$ cat src/rtl/rct_pkg.sv
package rct_pkg;

  typedef enum logic [2:0] {
    ST_IDLE,
    ST_RSTLO,
    ST_LOAD,
    ST_APPLY,
    ST_START,
    ST_WAITLO,
    ST_WAITHI,
    ST_FINAL
  } calState_t;

  typedef struct packed {
    logic init;
    logic apply;
    logic eval;
    logic finish;
  } ctlStrobe_t;

endpackage

$ cat src/rtl/rct_trim_encoder.sv
module rct_trim_encoder #(
  parameter int VAL_W   = 7,
  parameter int NIBBLES = 7,
  parameter int NIB_W   = 4
) (
  input  logic [VAL_W-1:0]         trimVal,
  output logic [NIBBLES*NIB_W-1:0] trimCode
);

  int baseVal;
  int remVal;

  assign baseVal = int'(trimVal) / NIBBLES;
  assign remVal  = int'(trimVal) % NIBBLES;

  for (genvar d = 0; d < NIBBLES; d++) begin : gNib
    assign trimCode[d*NIB_W +: NIB_W] =
      (d <= remVal) ? NIB_W'(baseVal) : NIB_W'(baseVal - 1);
  end

endmodule

$ cat src/rtl/rct_datapath.sv
module rct_datapath import rct_pkg::*; #(
  parameter int CNT_W    = 16,
  parameter int TARGET   = 2048,
  parameter int TOL      = 12,
  parameter int MAX_TRIM = 112,
  parameter int ITERS    = 8,
  parameter int NIBBLES  = 7,
  parameter int NIB_W    = 4
) (
  input  logic                     clk,
  input  logic                     rstN,
  input  ctlStrobe_t               strobe,
  input  logic [CNT_W-1:0]         measCount,
  output logic                     lastIter,
  output logic [NIBBLES*NIB_W-1:0] trimCode,
  output logic                     trimEn,
  output logic                     trimHold,
  output logic                     calDone
);

  localparam int VAL_W  = $clog2(MAX_TRIM);
  localparam int SET_W  = VAL_W + 2;
  localparam int STEP_W = VAL_W + 1;
  localparam int ITER_W = $clog2(ITERS) + 1;
  localparam int DIFF_W = CNT_W + 2;
  localparam int CODE_W = NIBBLES * NIB_W;
  localparam logic signed [SET_W-1:0]  SET_MAX = SET_W'(MAX_TRIM - 1);
  localparam logic signed [DIFF_W-1:0] TGT_S   = DIFF_W'(TARGET);
  localparam logic signed [DIFF_W-1:0] TOL_S   = DIFF_W'(TOL);
  localparam logic [STEP_W-1:0]        STEP0   = STEP_W'(MAX_TRIM / 2);

  logic signed [SET_W-1:0]  setting;
  logic [STEP_W-1:0]        step;
  logic [ITER_W-1:0]        iter;
  logic [VAL_W-1:0]         clampVal;
  logic [CODE_W-1:0]        nextCode;
  logic signed [DIFF_W-1:0] diff;
  logic signed [SET_W-1:0]  moveAmt;

  always_comb begin
    if (setting < 0)             clampVal = '0;
    else if (setting > SET_MAX)  clampVal = VAL_W'(MAX_TRIM - 1);
    else                         clampVal = setting[VAL_W-1:0];
  end

  rct_trim_encoder #(
    .VAL_W  (VAL_W),
    .NIBBLES(NIBBLES),
    .NIB_W  (NIB_W)
  ) uEnc (
    .trimVal (clampVal),
    .trimCode(nextCode)
  );

  assign diff     = TGT_S - $signed({2'b00, measCount});
  assign moveAmt  = $signed(SET_W'(step >> 1));
  assign lastIter = (iter == ITER_W'(ITERS - 1));

  always_ff @(posedge clk or negedge rstN) begin
    if (!rstN) begin
      setting  <= '0;
      step     <= STEP0;
      iter     <= '0;
      trimCode <= '0;
      trimEn   <= 1'b0;
      trimHold <= 1'b0;
      calDone  <= 1'b0;
    end else begin
      if (strobe.init) begin
        setting  <= '0;
        step     <= STEP0;
        iter     <= '0;
        trimEn   <= 1'b0;
        trimHold <= 1'b0;
        calDone  <= 1'b0;
      end
      if (strobe.apply) begin
        trimCode <= nextCode;
      end
      if (strobe.eval) begin
        if (diff > TOL_S)       setting <= setting - moveAmt;
        else if (diff < -TOL_S) setting <= setting + moveAmt;
        step <= STEP_W'((step + 1'b1) >> 1);
        iter <= iter + 1'b1;
      end
      if (strobe.finish) begin
        trimCode <= nextCode;
        trimEn   <= 1'b1;
        trimHold <= 1'b1;
        calDone  <= 1'b1;
      end
    end
  end

endmodule

$ cat src/rtl/rct_control.sv
module rct_control import rct_pkg::*; (
  input  logic       clk,
  input  logic       rstN,
  input  logic       calStart,
  input  logic       measDone,
  input  logic       lastIter,
  output ctlStrobe_t strobe,
  output logic       calBusy,
  output logic       measRstN,
  output logic       measLoadWr,
  output logic       measStart
);

  calState_t state;
  calState_t stateNext;

  always_comb begin
    stateNext = state;
    case (state)
      ST_IDLE:   if (calStart) stateNext = ST_RSTLO;
      ST_RSTLO:  stateNext = ST_LOAD;
      ST_LOAD:   stateNext = ST_APPLY;
      ST_APPLY:  stateNext = ST_START;
      ST_START:  stateNext = ST_WAITLO;
      ST_WAITLO: if (!measDone) stateNext = ST_WAITHI;
      ST_WAITHI: if (measDone) stateNext = lastIter ? ST_FINAL : ST_APPLY;
      ST_FINAL:  stateNext = ST_IDLE;
      default:   stateNext = ST_IDLE;
    endcase
  end

  always_ff @(posedge clk or negedge rstN) begin
    if (!rstN) state <= ST_IDLE;
    else       state <= stateNext;
  end

  assign strobe.init   = (state == ST_IDLE) && calStart;
  assign strobe.apply  = (state == ST_APPLY);
  assign strobe.eval   = (state == ST_WAITHI) && measDone;
  assign strobe.finish = (state == ST_FINAL);

  assign calBusy    = (state != ST_IDLE);
  assign measRstN   = (state != ST_RSTLO);
  assign measLoadWr = (state == ST_LOAD);
  assign measStart  = (state == ST_START);

endmodule

$ cat src/rtl/rc_trim_calib.sv
module rc_trim_calib import rct_pkg::*; #(
  parameter int CNT_W    = 16,
  parameter int TARGET   = 2048,
  parameter int TOL      = 12,
  parameter int MAX_TRIM = 112,
  parameter int ITERS    = 8,
  parameter int NIBBLES  = 7,
  parameter int NIB_W    = 4
) (
  input  logic                     clk,
  input  logic                     rstN,
  input  logic                     calStart,
  input  logic                     measDone,
  input  logic [CNT_W-1:0]         measCount,
  output logic                     measRstN,
  output logic                     measLoadWr,
  output logic [CNT_W-1:0]         measLoad,
  output logic                     measStart,
  output logic [NIBBLES*NIB_W-1:0] trimCode,
  output logic                     trimEn,
  output logic                     trimHold,
  output logic                     calBusy,
  output logic                     calDone
);

  ctlStrobe_t strobe;
  logic       lastIter;

  assign measLoad = CNT_W'(TARGET);

  rct_control uCtl (
    .clk       (clk),
    .rstN      (rstN),
    .calStart  (calStart),
    .measDone  (measDone),
    .lastIter  (lastIter),
    .strobe    (strobe),
    .calBusy   (calBusy),
    .measRstN  (measRstN),
    .measLoadWr(measLoadWr),
    .measStart (measStart)
  );

  rct_datapath #(
    .CNT_W   (CNT_W),
    .TARGET  (TARGET),
    .TOL     (TOL),
    .MAX_TRIM(MAX_TRIM),
    .ITERS   (ITERS),
    .NIBBLES (NIBBLES),
    .NIB_W   (NIB_W)
  ) uDp (
    .clk      (clk),
    .rstN     (rstN),
    .strobe   (strobe),
    .measCount(measCount),
    .lastIter (lastIter),
    .trimCode (trimCode),
    .trimEn   (trimEn),
    .trimHold (trimHold),
    .calDone  (calDone)
  );

endmodule

$ cat config.mk
export PLATFORM = sky130hd
export DESIGN_NAME = rc_trim_calib
export DESIGN_NICKNAME = d
export VERILOG_FILES = /design/src/rtl/rct_pkg.sv /design/src/rtl/rct_trim_encoder.sv /design/src/rtl/rct_datapath.sv /design/src/rtl/rct_control.sv /design/src/rtl/rc_trim_calib.sv
export SDC_FILE = /design/constraint.sdc
export NUM_CORES = 1
export LEC_CHECK = 0
export BUFFER_PORTS_ARGS = -buffer_cell sky130_fd_sc_hd__clkbuf_2
export CELL_PAD_IN_SITES_DETAIL_PLACEMENT = 2
export CELL_PAD_IN_SITES_GLOBAL_PLACEMENT = 2
export CORE_MARGIN = 4
export CORE_UTILIZATION = 34
export CTS_CLUSTER_DIAMETER = 50
export CTS_CLUSTER_SIZE = 40
export DETAILED_ROUTE_END_ITERATION = 16
export GPL_ROUTABILITY_DRIVEN = 0
export PLACE_DENSITY = 0.84
export REMOVE_ABC_BUFFERS = 1
export SLEW_MARGIN = 20
export SYNTH_ARGS = -nofsm -noshare
export SYNTH_HDL_FRONTEND = slang
export SYNTH_SLANG_ARGS = --single-unit
$ cat constraint.sdc
create_clock -name clk -period 5 [get_ports clk]
set_input_delay 1 -clock clk [delete_from_list [all_inputs] [get_ports clk]]
set_output_delay 1 -clock clk [all_outputs]
set_load 0.01 [all_outputs]
# --- After elaboration in Yosys (flattened, before gate mapping) ---
# Cells that the tools add are included.
word_totals:
  register_bits: 53
  inputBits: 20
  elab_cells: 71
classes:
  add_sub_neg: 6
  div_mod_pow: 2
  order_cmp: 11
  n_eq_ne: 12
  mux: 26
  n_reduce_logical: 8
op_table:
  columns: ["op", "count"]
  rows:
  - ["$le A4 B32 Y1 const A", 3]
  - ["$le A3 B32 Y1 const A", 2]
  - ["$mux W28", 2]
  - ["$mux W4", 9]
  - ["$mux W9", 4]
  - ["$div A8 B4 Y32 const B", 1]
  - ["$le A1 B32 Y1 const A", 1]
  - ["$le A2 B32 Y1 const A", 1]
  - ["$mod A8 B4 Y32 const B", 1]
  - ["$pmux W3 S8", 1]
  - ["$gt A18 B5 Y1 const B", 1]
  - ["$lt A18 B5 Y1 const B", 1]
  - ["$sub A12 B16 Y17 const A", 1]
  - ["$mux W8", 2]
  - ["$mux W7", 2]
  - ["$eq A3 B3 Y1 const B", 4]
  - ["$mux W3", 4]
  - ["$add A9 B8 Y9", 1]
  - ["$gt A9 B8 Y1 const B", 1]
  - ["$lt A9 B1 Y1 const B", 1]
  - ["$sub A9 B8 Y9", 1]
  - ["$add A8 B1 Y8 const B", 1]
  - ["$eq A3 B2 Y1 const B", 2]
  - ["$ne A2 B2 Y1 const B", 3]
  - ["11 further kinds", 15]

# --- Depth between registers and ports, before layout ---
depth:
  depth_word: 8
  depth_mapped: 18
  ltp_nobuf: 16

# --- Hierarchy ---
# Synthesis repeated with hierarchy kept, for this count alone.
unflattened:
  cells_unflattened: 488
  hier_area_um2: 4441.8
modules_own_cells:
  columns: ["module", "n_inst", "cells_each", "area_each_um2"]
  rows:
  - ["rct_datapath", 1, 251, 2748.9]
  - ["rct_trim_encoder", 1, 192, 1345.0]
  - ["rct_control", 1, 27, 220.2]
  - ["rc_trim_calib", 1, 18, 127.6]

# --- Worst setup path before layout ---
# OpenSTA, ideal clock, no wires.
synth_timing:
  path_type: "reg2reg"
  start: "reg uDp.setting[4]"
  end: "reg uDp.trimCode[17]"
  setup_ps: 77
  arrival_time_ps: 4007
  required_time_ps: 4923
  path_slack_ps: 916
  path_stages_with_launch: 18
  path_cell_list: "dfrtp_1 -> buf_2 -> a311oi_1 -> or2_1 -> inv_1 -> ha_1 -> a22o_1 -> a211o_4 -> mux2i_1 -> ha_1 -> o211ai_4 -> nand2_4 -> inv_2 -> buf_6 -> o32ai_4 -> o21a_2 -> mux2_2 -> o21ai_1"
synth_via:
  elab_chain_cells: 8
synth_lines:
  columns: ["element", "line", "text"]
  rows:
  - ["start: declaration", "rct_datapath.sv:32", "logic signed [SET_W-1:0] setting;"]
  - ["start signal: assignment", "rct_datapath.sv:81", "if (diff > TOL_S) setting <= setting - moveAmt;"]
  - ["start signal: assignment", "rct_datapath.sv:82", "else if (diff < -TOL_S) setting <= setting + moveAmt;"]
  - ["$gt A9 B8 Y1", "rct_datapath.sv:42", "else if (setting > SET_MAX) clampVal = VAL_W'(MAX_TRIM - 1);"]
  - ["$mux W7", "rct_datapath.sv:42", null]
  - ["$mux W7 *", "rct_datapath.sv:41", "if (setting < 0) clampVal = '0;"]
  - ["$mod A8 B4 Y32 / $div A8 B4 Y32 (equally long branches)", "rct_trim_encoder.sv:14, rct_trim_encoder.sv:13", null]
  - ["$le A4 B32 Y1 / $sub A4 B2 Y4 (equally long branches)", "rct_trim_encoder.sv:18", "(d <= remVal) ? NIB_W'(baseVal) : NIB_W'(baseVal - 1);"]
  - ["$mux W4 *", "rct_trim_encoder.sv:18", null]
  - ["$mux W28", "rct_datapath.sv:77", "if (strobe.apply) begin"]
  - ["$mux W28 *", "rct_datapath.sv:86", "if (strobe.finish) begin"]
  - ["end signal: assignment", "rct_datapath.sv:78", "trimCode <= nextCode;"]
  - ["end signal: assignment", "rct_datapath.sv:87", "trimCode <= nextCode;"]
  - ["end: declaration", "rct_datapath.sv:15", "output logic [NIBBLES*NIB_W-1:0] trimCode,"]
# Every way passes the cells marked *; elsewhere a longest branch is shown, timed or not. The select of a mux whose other input is x is not followed.
# A chain may end at the register's enable or synchronous reset.

# --- Final worst setup path ---
layout_timing:
  start: "reg uDp.setting[7]"
  end: "reg uDp.trimCode[5]"
layout_via:
  elab_chain_cells: 8
layout_lines:
  columns: ["element", "line"]
  rows:
  - ["$gt A9 B8 Y1", "rct_datapath.sv:42"]
  - ["$mux W7", "rct_datapath.sv:42"]
  - ["$mux W7 *", "rct_datapath.sv:41"]
  - ["$mod A8 B4 Y32 / $div A8 B4 Y32 (equally long branches)", "rct_trim_encoder.sv:14, rct_trim_encoder.sv:13"]
  - ["$le A2 B32 Y1 / $sub A4 B2 Y4 (equally long branches)", "rct_trim_encoder.sv:18"]
  - ["$mux W4 *", "rct_trim_encoder.sv:18"]
  - ["$mux W28", "rct_datapath.sv:77"]
  - ["$mux W28 *", "rct_datapath.sv:86"]
# Marks and branches as above.

==> results.tsv <==
metric	value	unit
status	finished, final reports clean	
area occupied by multi-input gates	2510	um2
Synth Area in XOR/XNOR	1.93	%
clock skew	11.0	ps
GRT Util Overall	19.3	%
area grow syn2layout	11.0	%
layout cell share with drive strength beyond 1	19.6	%
Synth Warn #	0	
Top Usage Layer GRT	met2	
DRT Pass-1 Iters	4	
TritonCTS clock tree	yes	
Root Buffer	clkbuf_16	
Top FF cell, synth	dfrtp_1	
setup ws final	257	ps
f_max	211	MHz
Post-synth EDFFs	0	
die area	13800	um2
CTS Buf Count	5	
max-slew violations	0	
I/O Pins	71	
initial detailed-routing violation count	122	
post-synthesis cell type count	80	
cells after synthesis	482	
proportion of synthesized area in mux cells	3.13	%
Rows	39	
clock slew at reported path FFs	70	ps
die extent in y	118	um
DP Wirelength	9.78	mm
Die Width	118	um
met3 Resource Use GR	2.45	%
Vias	3849	
Vias/cell	5.81	
Leakage	0.00204	uW
largest net degree at the start of global routing	53	
Cell Area, Synth	4080	um2
GR Util met2	33.1	%
met1 Usage GRT	25.5	%
Max-slew headroom	42.7	%
total gr overflow	0	
Slew @ Worst Pin	853	ps
Avg Cell Area, Syn	8.47	um2
Critical Path RT	5240	ps
first-pass GRT wire length	22.4	mm
Synth async-reset ratio	100	%
Critical Path End Type	register	
register area	1310	um2
final wirelength	13.3	mm
Pwr Density	829	nW/um2
simple-gate portion of the synthesized area	21.0	%
clk_lat worst skew	300	ps
final hold violations	0	
Tmin final	4740	ps
Worst setup SP type	register	
Max FO, Critical Path	16	
pre-CTS WS	31.5	ps
Hold WC Path Type	reg2reg	
vias in the first global route	4307	
Buffers on Ports	54	
Peak VDD IR	0.312	mV
core area	11600	um2
number of synthesized register bits	52	
H-tree depth	2	
initial cell density of the core	35.3	%
# setup viols final	0	
Fill cells	1295	
Routed Antenna Nets	0	
Synth Area in Adders	6.19	%
Worst EP arrival	4980	ps
Antenna diodes	0	
DRC	0	
sequential fraction of the synthesis area	32.0	%
Final nets	558	
routed len/inst	20.1	um
CTS max path bufs	2	
final period utilization	94.9	%
largest family of logic cells by synthesized area	compound AO/OA/AOI/OAI gates	
Compound-Gate Fraction of Synth Area	27.5	%
setup tns final	0	ps
max cap viols	0	
critical path type	reg2reg	
TritonCTS Sinks	52	
initial antenna violation count	0	
==> where the power goes <==
group | internal (uW) | switching [uW] | leakage [uW]
registers | 594 | 208 | 0.000662
logic | 953 | 1650 | 0.00132
clock network | 186 | 165 | 0.0000669
==> final timing paths <==
kind	from	end	cells past startpoint	slack [ps]
min	uDp.trimCode[2]$_DFFE_PN0P_	uDp.trimCode[2]$_DFFE_PN0P_	2	490
max	uDp.setting[7]$_DFF_PN0_	uDp.trimCode[5]$_DFFE_PN0P_	14	260
min reg2reg	uDp.trimCode[2]$_DFFE_PN0P_	uDp.trimCode[2]$_DFFE_PN0P_	2	490
max in group asynchronous	rstN	uDp.setting[6]$_DFF_PN0_	2	3660
min in group asynchronous	rstN	uDp.step[1]$_DFFE_PN0P_	2	830
max reg2reg	uDp.setting[7]$_DFF_PN0_	uDp.trimCode[5]$_DFFE_PN0P_	14	260
==> kinds of logic (layout without fill, tap and decap cells) <==
kind of cell,count (synthesis),count (layout)
AOI/OAI and AO/OA,151,151
xor gates and xnor gates,9,9
adders and majority gates,19,19
buffers and inverters,64,88
DFF,52,52
muxes,12,12
other,2,16
and+or+nand+nor,173,173
==> Yosys cell counts, types with 4 or more instances <==
| master | number | area (um2) |
|---|---|---|
| a31oi_1 | 5 | 31.3 |
| xnor2_1 | 7 | 61.3 |
| nor2_1 | 35 | 131 |
| a22oi_1 | 5 | 37.5 |
| and3_1 | 5 | 31.3 |
| a221o_1 | 7 | 70.1 |
| o21ai_0 | 20 | 100 |
| a21oi_1 | 43 | 215 |
| mux2i_1 | 8 | 80.1 |
| dfrtp_1 | 49 | 1230 |
| o211ai_1 | 9 | 67.6 |
| nand2_1 | 53 | 199 |
| o21ai_1 | 4 | 20.0 |
| buf_4 | 20 | 150 |
| ha_1 | 17 | 213 |
| nand3_1 | 31 | 155 |
| o22ai_1 | 6 | 37.5 |
| and2_1 | 7 | 43.8 |
| o21bai_1 | 7 | 52.6 |
| nand3b_1 | 5 | 37.5 |
| nand4_1 | 5 | 31.3 |
| nor3_1 | 9 | 45.0 |
| buf_2 | 5 | 25.0 |
| clkbuf_1 | 15 | 56.3 |
| inv_1 | 19 | 71.3 |
| a21o_1 | 6 | 45.0 |
==> area by class of cell <==
type	count	area share (%)
clock buffer	6	2.84
clock inverter	2	0.276
inverter	22	1.88
multi-input combinational	380	55.5
sequential	52	28.9
tap	143	3.95
timing repair buffer	58	6.63
==> critical path, cell delays in order, from the launching register on <==
cell	delay, ps
dfrtp_1	550
or4b_4	640
nor2_1	150
o31ai_2	110
ha_1	260
a22o_1	270
a211o_4	370
mux2i_2	390
ha_1	340
o211ai_4	130
o31a_1	530
a21oi_1	270
o41ai_2	140
a2111o_1	440
nand3_1	80
==> layout by cell type (no fill, tap or decap), types with 6 or more instances in the layout <==
master / instances
dfrtp_1: 45
nand3_1: 31
a21o_1: 6
a221o_1: 7
ha_1: 17
and2_1: 7
a21oi_1: 42
nor2_1: 35
xnor2_1: 7
nand2_1: 53
o21ai_0: 20
o211ai_1: 9
inv_1: 19
nor3_1: 8
conb_1: 16
o21bai_1: 7
o22ai_1: 6
clkbuf_2: 54
mux2i_1: 7
==> flip-flops by register name, indices dropped and copies added, names as in the netlist <==
register	flops
uDp.trimCode	28
uDp.setting	9
uDp.trimEn	1
uDp.step	7
uDp.iter	4
uCtl.state	3
==> layer usage <==
layer	routed length (um)	part of all wire (%)
met3	451	3.4
met4	190	1.4
met2	6580	49
met1	6100	46
met5	0	0
==> stage by stage <==
stage / instances / power [uW] / utilization (%) / hold slack [ps] / area, um2
finish: 663 / 3760 / 39.2 / 490 / 4530
global route: 663 / 4060 / 39.2 / 530 / 4530
floorplan: 454 / 2570 / - / 472 / 3890
detailed placement: 655 / 3320 / 37.8 / 481 / 4370
global placement: 655 / 3190 / 37.8 / 467 / 4370
CTS: 663 / 3740 / 39.0 / 500 / 4510
==> timing repair <==
action | 4_1_cts | 5_1_grt
hold buffers | 0 | 0
setup buffers | 0 | 0
setup endpoints to repair | 13 | 26
resized for setup | 1 | 7
Note: power is estimated with default switching activity, not from simulation.
